<file path="src/rtl/adcri_pkg.sv">
package adcri_pkg;
  localparam int unsigned DEF_RES_W  = 10;
  localparam int unsigned DEF_BYTE_W = 8;

  typedef enum logic {
    BYTE_LO = 1'b0,
    BYTE_HI = 1'b1
  } byte_sel_e;
endpackage

</file>
<file path="src/rtl/adcri_lock_ctrl.sv">
module adcri_lock_ctrl (
  input  logic clk,
  input  logic rst,
  input  logic rd_lo_stb,
  input  logic rd_hi_stb,
  output logic lock_q,
  output logic lock_eff,
  output logic release_evt
);
  // Lock is taken on a low read and dropped on a high read.
  always_ff @(posedge clk) begin
    if (rst) begin
      lock_q <= 1'b0;
    end else if (rd_lo_stb) begin
      lock_q <= 1'b1;
    end else if (rd_hi_stb) begin
      lock_q <= 1'b0;
    end
  end

  // A low read in this cycle already protects the pair being read.
  assign lock_eff    = lock_q | rd_lo_stb;
  assign release_evt = lock_q & rd_hi_stb;
endmodule

</file>
<file path="src/rtl/adcri_result_store.sv">
module adcri_result_store #(
  parameter int unsigned RES_W = 10
) (
  input  logic             clk,
  input  logic             rst,
  input  logic             conv_done,
  input  logic [RES_W-1:0] conv_data,
  input  logic             lock_eff,
  input  logic             release_evt,
  output logic [RES_W-1:0] vis_data,
  output logic [RES_W-1:0] pend_data,
  output logic             pend_v,
  output logic             load_evt,
  output logic             park_evt
);
  assign park_evt = conv_done & lock_eff & ~release_evt;
  assign load_evt = (conv_done & ~lock_eff) | (release_evt & (conv_done | pend_v));

  always_ff @(posedge clk) begin
    if (rst) begin
      vis_data  <= '0;
      pend_data <= '0;
      pend_v    <= 1'b0;
    end else if (release_evt) begin
      if (conv_done) begin
        vis_data <= conv_data;
      end else if (pend_v) begin
        vis_data <= pend_data;
      end
      pend_v <= 1'b0;
    end else if (conv_done) begin
      if (lock_eff) begin
        pend_data <= conv_data;
        pend_v    <= 1'b1;
      end else begin
        vis_data <= conv_data;
      end
    end
  end
endmodule

</file>
<file path="src/rtl/adcri_justify.sv">
module adcri_justify #(
  parameter int unsigned RES_W  = 10,
  parameter int unsigned BYTE_W = 8
) (
  input  logic [RES_W-1:0]  vis_data,
  input  logic              left_adj,
  input  adcri_pkg::byte_sel_e sel,
  output logic [BYTE_W-1:0] byte_out
);
  localparam int unsigned PAIR_W = 2 * BYTE_W;
  localparam int unsigned PAD_W  = PAIR_W - RES_W;

  function automatic logic [PAIR_W-1:0] fmt_pair(input logic [RES_W-1:0] r,
                                                 input logic left);
    logic [PAIR_W-1:0] p;
    if (left) p = {r, {PAD_W{1'b0}}};
    else      p = {{PAD_W{1'b0}}, r};
    return p;
  endfunction

  logic [PAIR_W-1:0] pair;
  assign pair     = fmt_pair(vis_data, left_adj);
  assign byte_out = (sel == adcri_pkg::BYTE_HI) ? pair[PAIR_W-1:BYTE_W]
                                                : pair[BYTE_W-1:0];
endmodule

</file>
<file path="src/rtl/adc_result_interlock.sv">
module adc_result_interlock #(
  parameter int unsigned RES_W  = adcri_pkg::DEF_RES_W,
  parameter int unsigned BYTE_W = adcri_pkg::DEF_BYTE_W
) (
  input  logic              clk,
  input  logic              rst,
  input  logic              conv_done,
  input  logic [RES_W-1:0]  conv_data,
  input  logic              left_adj,
  input  logic              rd_en,
  input  logic              rd_hi,
  output logic [BYTE_W-1:0] rd_data
);
  logic rd_lo_stb, rd_hi_stb;
  logic lock_q, lock_eff, release_evt;
  logic [RES_W-1:0] vis_data, pend_data;
  logic pend_v, load_evt, park_evt;
  adcri_pkg::byte_sel_e sel;

  assign sel       = rd_hi ? adcri_pkg::BYTE_HI : adcri_pkg::BYTE_LO;
  assign rd_lo_stb = rd_en & ~rd_hi;
  assign rd_hi_stb = rd_en & rd_hi;

  adcri_lock_ctrl u_lock (
    .clk(clk), .rst(rst),
    .rd_lo_stb(rd_lo_stb), .rd_hi_stb(rd_hi_stb),
    .lock_q(lock_q), .lock_eff(lock_eff), .release_evt(release_evt)
  );

  adcri_result_store #(.RES_W(RES_W)) u_store (
    .clk(clk), .rst(rst),
    .conv_done(conv_done), .conv_data(conv_data),
    .lock_eff(lock_eff), .release_evt(release_evt),
    .vis_data(vis_data), .pend_data(pend_data), .pend_v(pend_v),
    .load_evt(load_evt), .park_evt(park_evt)
  );

  adcri_justify #(.RES_W(RES_W), .BYTE_W(BYTE_W)) u_just (
    .vis_data(vis_data), .left_adj(left_adj), .sel(sel), .byte_out(rd_data)
  );
endmodule

</file>
<file path="config.mk">
export PLATFORM = sky130hd
export DESIGN_NAME = adc_result_interlock
export DESIGN_NICKNAME = d
export VERILOG_FILES = /design/src/rtl/adcri_pkg.sv /design/src/rtl/adcri_lock_ctrl.sv /design/src/rtl/adcri_result_store.sv /design/src/rtl/adcri_justify.sv /design/src/rtl/adc_result_interlock.sv
export SDC_FILE = /design/constraint.sdc
export NUM_CORES = 1
export LEC_CHECK = 0
export BUFFER_PORTS_ARGS = -buffer_cell sky130_fd_sc_hd__buf_2
export CAP_MARGIN = 10
export CORE_MARGIN = 2
export CORE_UTILIZATION = 48
export CTS_CLUSTER_SIZE = 20
export DETAILED_ROUTE_END_ITERATION = 7
export GPL_TIMING_DRIVEN = 0
export PLACE_DENSITY_LB_ADDON = 0.08
export SLEW_MARGIN = 20
export SYNTH_ARGS = -nofsm -noshare
export SYNTH_HDL_FRONTEND = slang
export SYNTH_SLANG_ARGS = --single-unit
</file>
<file path="constraint.sdc">
create_clock -name clk -period 1.35 [get_ports clk]
set_clock_uncertainty 0.1 [all_clocks]
set_input_delay 0.2025 -clock clk [delete_from_list [all_inputs] [get_ports clk]]
set_output_delay 0.2025 -clock clk [all_outputs]
set_load 0.01 [all_outputs]
</file>
==> impl_metrics.ini <==
[route]
dr.pass1.iters = 4
drtIter0Drc = 27
drc = 0
wl_um = 2938
num_vias = 1120
post_drt_wl_per_cell_um = 15.97
via_per_inst = 6.087
postRouteAntennaNets = 0

[timing]
worst_pin_slew_ps = 638.9
grt_setup_unrepaired = yes
finalSetupTns_ps = -19.09
max_freq_mhz = 733.5
setup_ws_ps = -13.32
post-route-min-period_ps = 1363
finalSetupViolations = 2
slew_viol_final = 0
final-hold-violation-count = 0
finalCritPeriodShare = 1.010
max-slew-margin-rel = 0.5741

[global_routing]
use_met1 = 0.2860
grt_max_degree = 13
busiest_layer = met2
met3_usage = 0.01695
grt_pass1_wl_um = 4574
groute.layer.met2.usage = 0.3786
grt_pass1_vias = 982
gr-total-overflow = 0
groute.usage.overall = 0.2197
antenna_found_initial = 0

[yosys]
ys_seq_area_frac = 0.3749
synth_flop_cell = dfxtp_1
syn-cell-area_um2 = 1175
synth_edf_count = 0
ys_seq_elements = 22
yosys.cell_count.top_type = dfxtp_1
syn_inst = 128
synth_area_leaders = dfxtp_1, a221oi_2, a22oi_1
synth_area_per_cell_um2 = 9.179
synth_top_cell_by_area = dfxtp_1
yosysWarnings = 0
ys_types = 27
yosysTopAreaCellShare = 0.3749
synth_common_cells = dfxtp_1, nor2_1
synth_fp_nets = 144
synthArstFlopShare = 0

[critical_path]
cp.required_ps = 1050
r2r_end = u_store.vis_data[1]
reg2reg_slack_ps = 0
rr_worst_depth = 4
cp_data_arrival_time_ps = 1060
worstReg2RegStart = u_lock.lock_q
crit_path_end_kind = output pin
critPathMaxFanout = 2
path_class = flop to output pin
cp-start-kind = flop
critPathLaunch = u_store.vis_data[8]
critical_path.endpoint = rd_data[6]

[floorplan]
core_um2 = 2255
dieHeight_um = 53.48
initial_utilization = 0.5211
pin_count = 24
dieWidth_um = 53.48
dieArea_um2 = 2860
rows = 17

[power]
pwr-share-clk = 0.261
p_seq_frac = 0.518
p_per_area_nw_per_um2 = 987.6
combPwrFrac = 0.221
cellLeakagePower_nw = 0.5478
p_int_w = 0.0009947
irDropWorstVdd_mv = 0.6984
swShare = 0.2920
power.switching_w = 0.0004102
power_w = 0.001405

[final_layout]
seq_area_um2 = 450.4
syn_to_final_growth_pct = 21.09
layout-drive-gt1-share = 0.3846
nets = 173
multi_input_area_um2 = 665.6
num_antenna_cells = 0
fillers = 203

[cts]
post_cts_buffers = 0
root_buffer = clkbuf_4
tritoncts.num_buffers = 3
clk_pin_slew_ps = 120
clock_sinks = 22
cts_tree = done
worstSkewPairLatency_ps = 300
htree_levels = 1
clockBufferDepth = 2

[outcome]
outcome = finished with violations
violations = negative setup slack

[place]
dp_slack_ps = -105.7
io_buffers = 21
hpwl_um = 2012
gp_congestion = 0.7717

[worst_hold_path]
worstHoldPathType = primary input to flop

[run]
maxCapViolations = 0
## flip-flops by register name (all words and copies together) (netlist names)
register	flops
u_lock.lock_q	1
u_store.pend_data	10
u_store.vis_data	10
u_store.pend_v	1
## cell type report
cell class / instances / share of cell area
inverter: 3 / 0.007916
buffer: 14 / 0.06420
tap: 28 / 0.02463
clock buffer: 4 / 0.02551
sequential: 22 / 0.3166
timing repair buffer: 24 / 0.09323
multi-input combinational: 89 / 0.4679
## worst min path at each step
stage | start | end | slack, ps | depth (start not counted)
floorplan | rst | u_store.vis_data[0] | 170 | 1
global route | conv_data[6] | u_store.pend_data[6] | 40 | 3
detailed placement | rst | u_store.vis_data[0] | 320 | 2
finish | conv_data[6] | u_store.pend_data[6] | 50 | 3
global placement | rst | u_store.vis_data[0] | 320 | 2
CTS | conv_data[6] | u_store.pend_data[6] | 40 | 3
## worst max-delay path, cell delays in order (launching register included)
cell     delay [ps]
dfxtp_2         350
mux2i_2         180
o21ai_1          90
buf_2           140
## power groups by stage
stage          combinational [W]  sequential [W]  clock (W)
2_1_floorplan           0.000206        0.000730          0
3_3_place_gp            0.000279        0.000736          0
3_5_place_dp            0.000288        0.000738          0
4_1_cts                 0.000295        0.000723   0.000372
5_1_grt                 0.000338        0.000734   0.000399
6_report                0.000310        0.000728   0.000367
## timing repair
action                                  CTS  global route
endpoints found under the setup margin   21            22
hold buffers                              2             0
gates resized for setup                   3            17
gates cloned                              0             1
endpoints found under the hold margin     1             0
pin swaps                                 0             4
## kinds of logic after synthesis
group                  synth area share
AOI/OAI and AO/OA                0.3695
buffers and inverters           0.07880
and+or+nand+nor                  0.1598
muxes                           0.01704
DFF                              0.3749
## placed cells by master, fill, tap and decap left out, types with 3 or more instances in the layout
| master | n |
|---|---|
| nor2_1 | 12 |
| nand2_1 | 5 |
| buf_6 | 4 |
| o31ai_1 | 9 |
| a22oi_1 | 7 |
| a221oi_2 | 10 |
| a22o_1 | 4 |
| a22oi_2 | 3 |
| a21oi_1 | 10 |
| o21ai_0 | 3 |
| nand4_1 | 10 |
| dfxtp_2 | 5 |
| dfxtp_1 | 16 |
| buf_2 | 24 |
| clkbuf_4 | 4 |
| clkbuf_1 | 4 |
## layer usage
layer	part of all wire	vias to the layer above
met1	0.45	532
met4	0.011	0
met3	0.042	5
met5	0	-
li1	-	552
met2	0.49	31
## stage by stage
stage               instance area (um^2)  hold WS (ps)  cells  utilization
CTS                                 1376         42.70    183       0.6104
global placement                    1315         317.2    177       0.5832
detailed placement                  1315         320.3    177       0.5832
floorplan                           1175         168.7    128            -
finish                              1423         48.62    184       0.6310
global route                        1423         35.59    184       0.6310
(Power assumes the default switching activity.)
